File: src/rtl/lcd_scan_pkg.sv
package lcd_scan_pkg;
  typedef enum logic [1:0] {
    DUTY_8  = 2'b00,
    DUTY_11 = 2'b01,
    DUTY_16 = 2'b10
  } duty_e;

  function automatic logic is_short_row(input logic [1:0] d);
    return d[1];
  endfunction
endpackage

File: src/rtl/lcd_row_timer.sv
module lcd_row_timer import lcd_scan_pkg::*; #(
  parameter int ROW_CLKS_LONG  = 400,
  parameter int ROW_CLKS_SHORT = 200,
  parameter int COMS_8         = 8,
  parameter int COMS_11        = 11,
  parameter int COMS_16        = 16,
  localparam int PW = $clog2(ROW_CLKS_LONG + 1),
  localparam int CW = $clog2(COMS_16)
) (
  input  logic          clk_i,
  input  logic          rst_ni,
  input  logic          osc_en_i,
  input  logic [1:0]    duty_i,
  output logic [PW-1:0] phase_o,
  output logic          row_end_o,
  output logic          frame_end_o,
  output logic [CW-1:0] com_idx_o,
  output logic [CW-1:0] fetch_row_o
);
  logic [1:0]    duty_q;
  logic [PW-1:0] phase_q;
  logic [CW-1:0] com_q;
  logic [PW-1:0] last_phase;
  logic [CW-1:0] last_com;

  always_comb begin
    last_phase = is_short_row(duty_q) ? PW'(ROW_CLKS_SHORT - 1) : PW'(ROW_CLKS_LONG - 1);
    if (duty_q[1])      last_com = CW'(COMS_16 - 1);
    else if (duty_q[0]) last_com = CW'(COMS_11 - 1);
    else                last_com = CW'(COMS_8 - 1);
  end

  assign row_end_o   = osc_en_i && (phase_q == last_phase);
  assign frame_end_o = row_end_o && (com_q == last_com);
  assign phase_o     = phase_q;
  assign com_idx_o   = com_q;
  assign fetch_row_o = (com_q == last_com) ? '0 : com_q + CW'(1);

  always_ff @(posedge clk_i or negedge rst_ni) begin
    if (!rst_ni) begin
      duty_q  <= DUTY_8;
      phase_q <= '0;
      com_q   <= '0;
    end else if (row_end_o) begin
      phase_q <= '0;
      if (frame_end_o) begin
        com_q  <= '0;
        duty_q <= duty_i;  // new duty only at frame start
      end else begin
        com_q  <= com_q + CW'(1);
      end
    end else if (osc_en_i) begin
      phase_q <= phase_q + PW'(1);
    end
  end
endmodule

File: src/rtl/lcd_seg_shifter.sv
module lcd_seg_shifter #(
  parameter int SEG_BITS = 40,
  parameter int EXT_BITS = 40,
  parameter int PW       = 9,
  localparam int TOTAL_BITS = SEG_BITS + EXT_BITS
) (
  input  logic                clk_i,
  input  logic                rst_ni,
  input  logic                osc_en_i,
  input  logic [PW-1:0]       phase_i,
  input  logic                row_end_i,
  input  logic                disp_en_i,
  input  logic                pix_i,
  output logic                pix_req_o,
  output logic [SEG_BITS-1:0] seg_o,
  output logic                ext_data_o,
  output logic                ext_shift_o,
  output logic                ext_latch_o
);
  logic                in_seg;
  logic [SEG_BITS-1:0] sreg_q;
  logic [SEG_BITS-1:0] seg_q;
  logic                latch_q;

  assign in_seg    = int'(phase_i) < SEG_BITS;
  assign pix_req_o = osc_en_i && (int'(phase_i) < TOTAL_BITS);

  always_ff @(posedge clk_i or negedge rst_ni) begin
    if (!rst_ni) begin
      sreg_q  <= '0;
      seg_q   <= '0;
      latch_q <= 1'b0;
    end else begin
      // first requested bit ends up in bit 0
      if (osc_en_i && in_seg) sreg_q <= {pix_i, sreg_q[SEG_BITS-1:1]};
      if (row_end_i)          seg_q  <= sreg_q;
      latch_q <= row_end_i;
    end
  end

  assign seg_o       = disp_en_i ? seg_q : '0;
  assign ext_latch_o = latch_q;

  generate
    if (EXT_BITS > 0) begin : g_ext
      logic in_ext;
      logic ext_d_q;
      logic ext_s_q;
      assign in_ext = !in_seg && (int'(phase_i) < TOTAL_BITS);
      always_ff @(posedge clk_i or negedge rst_ni) begin
        if (!rst_ni) begin
          ext_d_q <= 1'b0;
          ext_s_q <= 1'b0;
        end else begin
          ext_s_q <= osc_en_i && in_ext;
          if (osc_en_i && in_ext) ext_d_q <= pix_i;
        end
      end
      assign ext_data_o  = disp_en_i && ext_d_q;
      assign ext_shift_o = ext_s_q;
    end else begin : g_no_ext
      assign ext_data_o  = 1'b0;
      assign ext_shift_o = 1'b0;
    end
  endgenerate
endmodule

File: src/rtl/lcd_polarity.sv
module lcd_polarity (
  input  logic clk_i,
  input  logic rst_ni,
  input  logic row_end_i,
  input  logic frame_end_i,
  input  logic wave_b_i,
  output logic pol_o
);
  logic pol_q;
  logic flip;

  assign flip = wave_b_i ? frame_end_i : row_end_i;

  always_ff @(posedge clk_i or negedge rst_ni) begin
    if (!rst_ni)   pol_q <= 1'b0;
    else if (flip) pol_q <= ~pol_q;
  end

  assign pol_o = pol_q;
endmodule

File: src/rtl/lcd_scan_timer.sv
module lcd_scan_timer #(
  parameter int ROW_CLKS_LONG  = 400,
  parameter int ROW_CLKS_SHORT = 200,
  parameter int SEG_BITS       = 40,
  parameter int EXT_BITS       = 40,
  parameter int COMS_8         = 8,
  parameter int COMS_11        = 11,
  parameter int COMS_16        = 16,
  localparam int PW = $clog2(ROW_CLKS_LONG + 1),
  localparam int CW = $clog2(COMS_16)
) (
  input  logic                clk_i,
  input  logic                rst_ni,
  input  logic                osc_en_i,
  input  logic [1:0]          duty_i,
  input  logic                wave_b_i,
  input  logic                disp_en_i,
  input  logic                pix_i,
  output logic                pix_req_o,
  output logic [PW-1:0]       pix_idx_o,
  output logic [CW-1:0]       fetch_row_o,
  output logic [COMS_16-1:0]  com_o,
  output logic [SEG_BITS-1:0] seg_o,
  output logic                pol_o,
  output logic                ext_data_o,
  output logic                ext_shift_o,
  output logic                ext_latch_o
);
  // the last shift must land before the row boundary
  if (SEG_BITS + EXT_BITS >= ROW_CLKS_SHORT || ROW_CLKS_SHORT > ROW_CLKS_LONG || SEG_BITS < 2)
    begin : g_bad_params
      initial $error("lcd_scan_timer: invalid parameter set");
    end

  logic [PW-1:0] phase;
  logic          row_end;
  logic          frame_end;
  logic [CW-1:0] com_idx;

  lcd_row_timer #(
    .ROW_CLKS_LONG (ROW_CLKS_LONG),
    .ROW_CLKS_SHORT(ROW_CLKS_SHORT),
    .COMS_8        (COMS_8),
    .COMS_11       (COMS_11),
    .COMS_16       (COMS_16)
  ) u_row (
    .clk_i      (clk_i),
    .rst_ni     (rst_ni),
    .osc_en_i   (osc_en_i),
    .duty_i     (duty_i),
    .phase_o    (phase),
    .row_end_o  (row_end),
    .frame_end_o(frame_end),
    .com_idx_o  (com_idx),
    .fetch_row_o(fetch_row_o)
  );

  lcd_seg_shifter #(
    .SEG_BITS(SEG_BITS),
    .EXT_BITS(EXT_BITS),
    .PW      (PW)
  ) u_seg (
    .clk_i      (clk_i),
    .rst_ni     (rst_ni),
    .osc_en_i   (osc_en_i),
    .phase_i    (phase),
    .row_end_i  (row_end),
    .disp_en_i  (disp_en_i),
    .pix_i      (pix_i),
    .pix_req_o  (pix_req_o),
    .seg_o      (seg_o),
    .ext_data_o (ext_data_o),
    .ext_shift_o(ext_shift_o),
    .ext_latch_o(ext_latch_o)
  );

  lcd_polarity u_pol (
    .clk_i      (clk_i),
    .rst_ni     (rst_ni),
    .row_end_i  (row_end),
    .frame_end_i(frame_end),
    .wave_b_i   (wave_b_i),
    .pol_o      (pol_o)
  );

  assign pix_idx_o = phase;

  for (genvar g = 0; g < COMS_16; g++) begin : g_com
    assign com_o[g] = (com_idx == CW'(g));
  end
endmodule

File: config.mk
export PLATFORM = sky130hd
export DESIGN_NAME = lcd_scan_timer
export DESIGN_NICKNAME = d
export VERILOG_FILES = /design/src/rtl/lcd_scan_pkg.sv /design/src/rtl/lcd_row_timer.sv /design/src/rtl/lcd_seg_shifter.sv /design/src/rtl/lcd_polarity.sv /design/src/rtl/lcd_scan_timer.sv
export SDC_FILE = /design/constraint.sdc
export NUM_CORES = 1
export LEC_CHECK = 0
export ABC_AREA = 1
export ABC_CLOCK_PERIOD_IN_PS = 1900
export CORE_ASPECT_RATIO = 0.8
export CORE_MARGIN = 2
export CORE_UTILIZATION = 53
export CTS_CLUSTER_DIAMETER = 120
export DETAILED_ROUTE_END_ITERATION = 6
export GPL_TIMING_DRIVEN = 0
export PLACE_DENSITY = 0.8
export SLEW_MARGIN = 20
export SYNTH_ARGS = -nofsm -noshare
export SYNTH_HDL_FRONTEND = slang
export SYNTH_SLANG_ARGS = --single-unit
File: constraint.sdc
create_clock -name clk_i -period 1.9 [get_ports clk_i]
set_clock_uncertainty 0.1 [all_clocks]
set_input_delay 0.38 -clock clk_i [delete_from_list [all_inputs] [get_ports clk_i]]
set_output_delay 0.38 -clock clk_i [all_outputs]
set_load 0.03 [all_outputs]
======== Yosys cells after proc, flatten, opt, wreduce, memory -nomap -nowiden ========
Cells that the tools add are included.
Widths: inputs -> output; s select.
word-level totals
  register bits after elaboration ......... 99
  input bits .............................. 8
  output and inout port bits .............. 74
  logic and storage cells ................. 51
operators by class
  add/sub/neg operators ................... 2
  $lt $le $gt $ge ......................... 2
  equal/unequal tests ..................... 17
  mux-type cells .......................... 9
  bitwise gates (word level) .............. 1
  reduce and logical (&&, ||, !) cells .... 11
operator list
  cell                 count
  $mux 40              1
  $eq 4x4->1 const B   8
  $mux 9               3
  $eq 4x3->1 const B   4
  $mux 4               4
  $add 9x1->9 const B  1
  $eq 9x9->1           1
  $lt 9x6->1 const B   1
  $lt 9x7->1 const B   1
  $eq 4x2->1 const B   2
  $logic_and 1x1->1    7
  $add 4x1->4 const B  1
  $eq 4x1->1 const B   1
  $eq 4x4->1           1
  $logic_not 4->1      1
  $reduce_and 2->1     1
  $reduce_bool 2->1    1
  $logic_not 1->1      1
  $mux 1               1
  $not 1->1            1

======== Longest topological paths before layout ========
  word-level depth ........................ 5
  mapped depth ............................ 11
  mapped depth without buffers ............ 10

======== Modules after synthesis ========
Synthesis repeated with hierarchy kept, for this count alone.
unflattened totals
  cell total of the unflattened synthesis .. 525
  area, all modules ....................... 4719.5 sq um
by module, submodules not included
  module           times used  cells each  area each (sq um)  sequential area each (sq um)
  lcd_seg_shifter  1           368         3659.8             2077.0
  lcd_row_timer    1           117         885.8              375.4
  lcd_scan_timer   1           28          105.1              0.0
  lcd_polarity     1           12          68.8               25.0

======== Least setup slack after synthesis ========
No wires, ideal clock.
  path type ............................... flip-flop to flip-flop
  start point ............................. register u_row.phase_q[7], in the netlist u_row.phase_o[7]
  end point ............................... register u_seg.g_ext.ext_d_q
  library setup time ...................... 0.126 ns
  data arrival time ....................... 1.560 ns
  required time ........................... 1.674 ns
  slack ................................... 0.113 ns
  stages on the path, launching flop included .. 6
  buffers on the path ..................... 0
  period minus slack after synthesis ...... 1.787 ns
  path through ............................ dfrtp_1 -> or2_1 -> nor2_1 -> nand2_1 -> nand2_1 -> o21ai_0
on the way
  cells in the longest elaborated chain, start to end .. 4
  elaborated cells on any way between the ends .. 5
  those cells by class .................... order compare: 2; reduce/logical: 3
RTL lines
  element                   RTL line               source
  start: declaration        lcd_row_timer.sv:21    logic [PW-1:0] phase_q;
  start signal: assignment  lcd_row_timer.sv:53    phase_q <= phase_q + PW'(1);
  $lt 9x6->1                lcd_seg_shifter.sv:25  assign in_seg = int'(phase_i) < SEG_BITS;
  $logic_not 1->1           lcd_seg_shifter.sv:49  assign in_ext = !in_seg && (int'(phase_i) < TOTAL_BITS);
  $logic_and 1x1->1 (*)     lcd_seg_shifter.sv:49
  $logic_and 1x1->1 (*)     lcd_seg_shifter.sv:56  if (osc_en_i && in_ext) ext_d_q <= pix_i;
  end signal: assignment    lcd_seg_shifter.sv:56
  end: declaration          lcd_seg_shifter.sv:47  logic ext_d_q;
Mark *: on every way between the ends. The rest lies on a longest branch, timed or not.
A chain may end at the register's enable or synchronous reset.

======== Worst setup path after layout ========
  start point ............................. register u_row.com_q[0], in the netlist u_row.com_idx_o[0]
  end point ............................... output port fetch_row_o[3]
on the way
  cells in the longest elaborated chain, start to end .. 2
  elaborated cells on any way between the ends .. 3
  those cells by class .................... add/sub: 1; eq/ne: 1; mux: 1
RTL lines
  element                                    RTL line              source
  start: declaration                         lcd_row_timer.sv:22   logic [CW-1:0] com_q;
  start signal: assignment                   lcd_row_timer.sv:50   com_q <= com_q + CW'(1);
  $add 4x1->4 or $eq 4x4->1 (tied branches)  lcd_row_timer.sv:37   assign fetch_row_o = (com_q == last_com) ? '0 : com_q + CW'(1);
  $mux 4 (*)                                 lcd_row_timer.sv:37
  end: declaration                           lcd_scan_timer.sv:21  output logic [CW-1:0] fetch_row_o,
Marked as above.

==> metrics.md <==
| Metric | Value |
|---|---|
| Fill count | `just under 700` |
| Max-cap violation count | `0` |
| Clk sink count | `99` |
| VDD IR max | `around 0.54 mV` |
| Cts bufs inserted | `9` |
| Clock power share | `slightly below 40%` |
| Final worst-path cycle share | `108%` |
| Crit path buf inv count | `4` |
| Leakage Power | `between 0.003 and 0.004 uW` |
| Worst hold stages | `2` |
| Register area share after synthesis | `between 50% and 60%` |
| Die area | `9920 sq um` |
| Critical-path top delay cell | `dfrtp_2` |
| Proportion of layout cells with a drive suffix above 1 | `just under 30%` |
| Clock Latency Late Sink | `approximately 0.34 ns` |
| Vias | `approximately 3,900` |
| ANT cells | `0` |
| Post-DRT Antenna Nets | `0` |
| Gr ovfl total | `0` |
| Worst Reg2Reg Path Length in Cells | `8` |
| CTS clk-pin slew, worst paths | `approximately 0.070 ns` |
| Area added between synthesis and finish | `30.4%` |
| R2r setup slk | `about 0.16 ns` |
| Unrepaired setup endpoints after global routing | `true` |
| Die height | `between 80 and 90 um` |
| Worst-path cell chain | `buf_6 > nand3_1 > xor2_1 > inv_1 > nand2_4 > inv_2 > buf_6` |
| Ys flop type | `dfrtp_1` |
| Synth Instances | `around 560` |
| Place WS | `-0.515 ns` |
| HP Class | `in -> reg` |
| Worst setup margin | `-0.161 ns` |
| Top cell family by delay on the critical path | `flip-flops` |
| Cell Int Power | `between 3000 and 4000 uW` |
| Crit path top cell by count | `buf_6` |
| H-tree levels | `3` |
| CTS tree | `built` |
| Worst Hold Path EP | `u_row.phase_o[0]` |
| Max Fclk | `slightly below 500 MHz` |
| DR iter-0 viols | `220` |
| First-pass GRT wire length | `17.5 mm` |
| CP peak stage delay | `between 0.4 and 0.5 ns` |
| Core box area | `between 8000 and 9000 sq um` |
| EDFF count, synth | `0` |
| Vias/cell | `4.95` |
| Vias in the first global route | `between 3,000 and 4,000` |
| Switching share of power | `27.8%` |
| FF-to-FF Start | `u_row.phase_o[1]` |
| Flops & latches, synth | `99` |
| Setup crit end kind | `primary output` |
| Syn_nets | `between 500 and 600` |
| Outcome | `finished with violations` |
| I/O Pins | `82` |
| Net Switching | `~1300 uW` |
| Final wirelength | `10.9 mm` |
| Maximum buffer depth of the clock tree | `2` |
| Mapped cell area | `a little under 5000 sq um` |
| GRT Util Overall | `roughly 22%` |
| DRC errors left | `0` |
| Root Buffer Master | `clkbuf_16` |
| Largest net degree at the start of global routing | `84` |
| Total negative setup slack | `-0.593 ns` |
| Synth Area per Inst | `8.69 sq um` |
| Setup CP Type | `reg -> out` |
| Wire length per cell | `14.0 um` |
| Hold Slack | `0.233 ns` |
| Initial Utilization | `54.0%` |
| Final hold vios | `0` |
| Peak fanout along the critical path | `4` |
| Detailed Place HPWL | `~7.3 mm` |
| GPL Wtd Cong | `0.890` |
| Worst R2R End | `u_row.duty_q[1]` |
| IO Port Bufs | `between 70 and 80` |
| Ys async rst share | `100%` |
| Unique masters post-synth | `29` |
| Critical Path Source Type | `flop` |
| Initial antenna violation count | `0` |
| Worst slew pin tran | `between 0.4 and 0.5 ns` |
| Final setup vio count | `16` |
| Worst path required time | `approximately 1.4 ns` |
| Row count | `31` |
| Failing checks | `negative setup slack` |
| Comb pwr share | `between 10% and 20%` |
| Layout Nets | `about 680` |
| Max-slew violations | `0` |
| Reg power frac | `47.3%` |
| Power Density | `between 700 and 800 nW/um^2` |
| Slew HR | `around 72%` |
| YS warnings | `0` |
| Critical Path AT | `1.58 ns` |
| Hold Startpoint | `osc_en_i` |
| Fin crit period | `2.06 ns` |
| Die width | `between 100 and 150 um` |
| Iteration count of the initial detailed-routing pass | `5` |
==> per-stage QoR <==
stage / cell area, sq um / std cells / total power (uW) / util [%]
global route: 6310 / 783 / 5020 / 70.5
CTS: 6080 / 774 / 4830 / 67.9
floorplan: 4840 / 557 / 2720 / -
global placement: 5780 / 751 / 2980 / 64.5
detailed placement: 5800 / 752 / 3000 / 64.8
finish: 6310 / 783 / 4840 / 70.5
==> cell usage in the layout, fill, tap and decap left out, types with 3 or more instances in the layout <==
master and instances:
clkdlybuf4s50_1 7, o21ai_0 10, clkdlybuf4s15_1 7, a21oi_1 6
o21ai_2 63, buf_6 30, a21oi_2 3, nor2_1 18
inv_2 11, nand2_2 6, nand2_4 3, dfrtp_1 93
clkbuf_16 9, buf_4 20, dlygate4sd2_1 41, dfrtp_2 6
o21ai_1 17, clkbuf_4 9, nand2_1 155, nand3_1 7
inv_1 99, nor2_4 3, inv_6 3, nor2_2 6
nand3_2 3, ha_1 4
==> worst register-to-register path, cell delays in order (launching register included) <==
cell and delay (ns):
dfrtp_1 0.39, ha_1 0.20, nand3_2 0.11, inv_2 0.11, nand3_1 0.07, nor2_1 0.31, nand2_2 0.15, nor2_1 0.13
a21oi_1 0.05
==> power groups by stage <==
stage / logic, uW / clock network, uW / registers (uW)
after global placement: 646 / 0 / 2330
after floorplan: 258 / 0 / 2460
after global routing: 730 / 1990 / 2300
after CTS: 634 / 1910 / 2290
after detailed placement: 669 / 0 / 2330
final: 665 / 1880 / 2290
==> state kept, by name, indices dropped and copies added, names as in the netlist <==
register / cells
u_pol.pol_o: 1
u_row.com_idx_o: 4
u_row.duty_q: 2
u_row.phase_o: 9
u_seg.ext_latch_o: 1
u_seg.ext_shift_o: 1
u_seg.g_ext.ext_d_q: 1
u_seg.seg_q: 40
u_seg.sreg_q: 40
==> what timing repair did <==
action / CTS / global route
endpoints found under the hold margin: 16 / 0
buffers inserted: 6 / 9
pin swaps: 5 / 11
hold buffers: 1 / 0
resized for setup: 192 / 70
setup endpoints to repair: 70 / 38
==> cells by family after synthesis <==
group | count (synthesis) | synth area share, %
flip-flops | 99 | 51.2
adder cells (fa/ha/maj) | 5 | 1.29
XOR/XNOR | 2 | 0.362
AND/OR/NAND/NOR | 210 | 17.7
buffers and inverters | 140 | 13.9
AO/OA/AOI/OAI | 101 | 15.6
==> worst max path at each step <==
stage	slack [ns]	end	depth (start not counted)	startpoint
after detailed placement	-0.51	seg_o[37]	5	disp_en_i
final	-0.16	fetch_row_o[3]	7	u_row.com_idx_o[0]
after global routing	-0.21	fetch_row_o[3]	7	u_row.com_idx_o[0]
after global placement	-3.24	u_seg.seg_q[6]	1	rst_ni
after CTS	-0.12	fetch_row_o[1]	7	u_row.com_idx_o[0]
after floorplan	0.11	u_seg.g_ext.ext_d_q	5	u_row.phase_o[7]
==> cell usage after synthesis, types with 2 or more instances <==
| cell type | n | area share (%) |
|---|---|---|
| nand2_1 | 162 | 13 |
| inv_1 | 110 | 8.5 |
| dfrtp_1 | 99 | 51 |
| o21ai_2 | 63 | 11 |
| nor2_1 | 24 | 1.9 |
| buf_6 | 17 | 4.0 |
| o21ai_1 | 17 | 1.8 |
| nand3_1 | 10 | 1.0 |
| o21ai_0 | 10 | 1.0 |
| a21oi_1 | 8 | 0.83 |
| clkbuf_1 | 5 | 0.39 |
| ha_1 | 5 | 1.3 |
| buf_2 | 3 | 0.31 |
| nor2_2 | 3 | 0.39 |
| a21oi_2 | 2 | 0.36 |
| inv_2 | 2 | 0.16 |
| nand2_2 | 2 | 0.26 |
| nand4_1 | 2 | 0.26 |
| nor3_1 | 2 | 0.21 |
| xor2_1 | 2 | 0.36 |
==> area by class of cell <==
class	instances	area [sq um]	area share [%]
Buffer	26	264	4.18
Clock buffer	10	239	3.79
Clock inverter	6	71.3	1.13
Inverter	113	432	6.84
Multi-Input combinational cell	318	1800	28.6
Sequential cell	99	2480	39.4
Tap cell	115	144	2.28
Timing Repair Buffer	96	875	13.9
==> routing by layer <==
metal	part of all wire (%)	GRT usage, %	vias up
met5	0	0	-
met3	4.1	5.22	13
met1	44	27.9	1858
met2	51	38.9	107
li1	-	-	1894
met4	0.91	6.14	0
(Power assumes the default switching activity.)
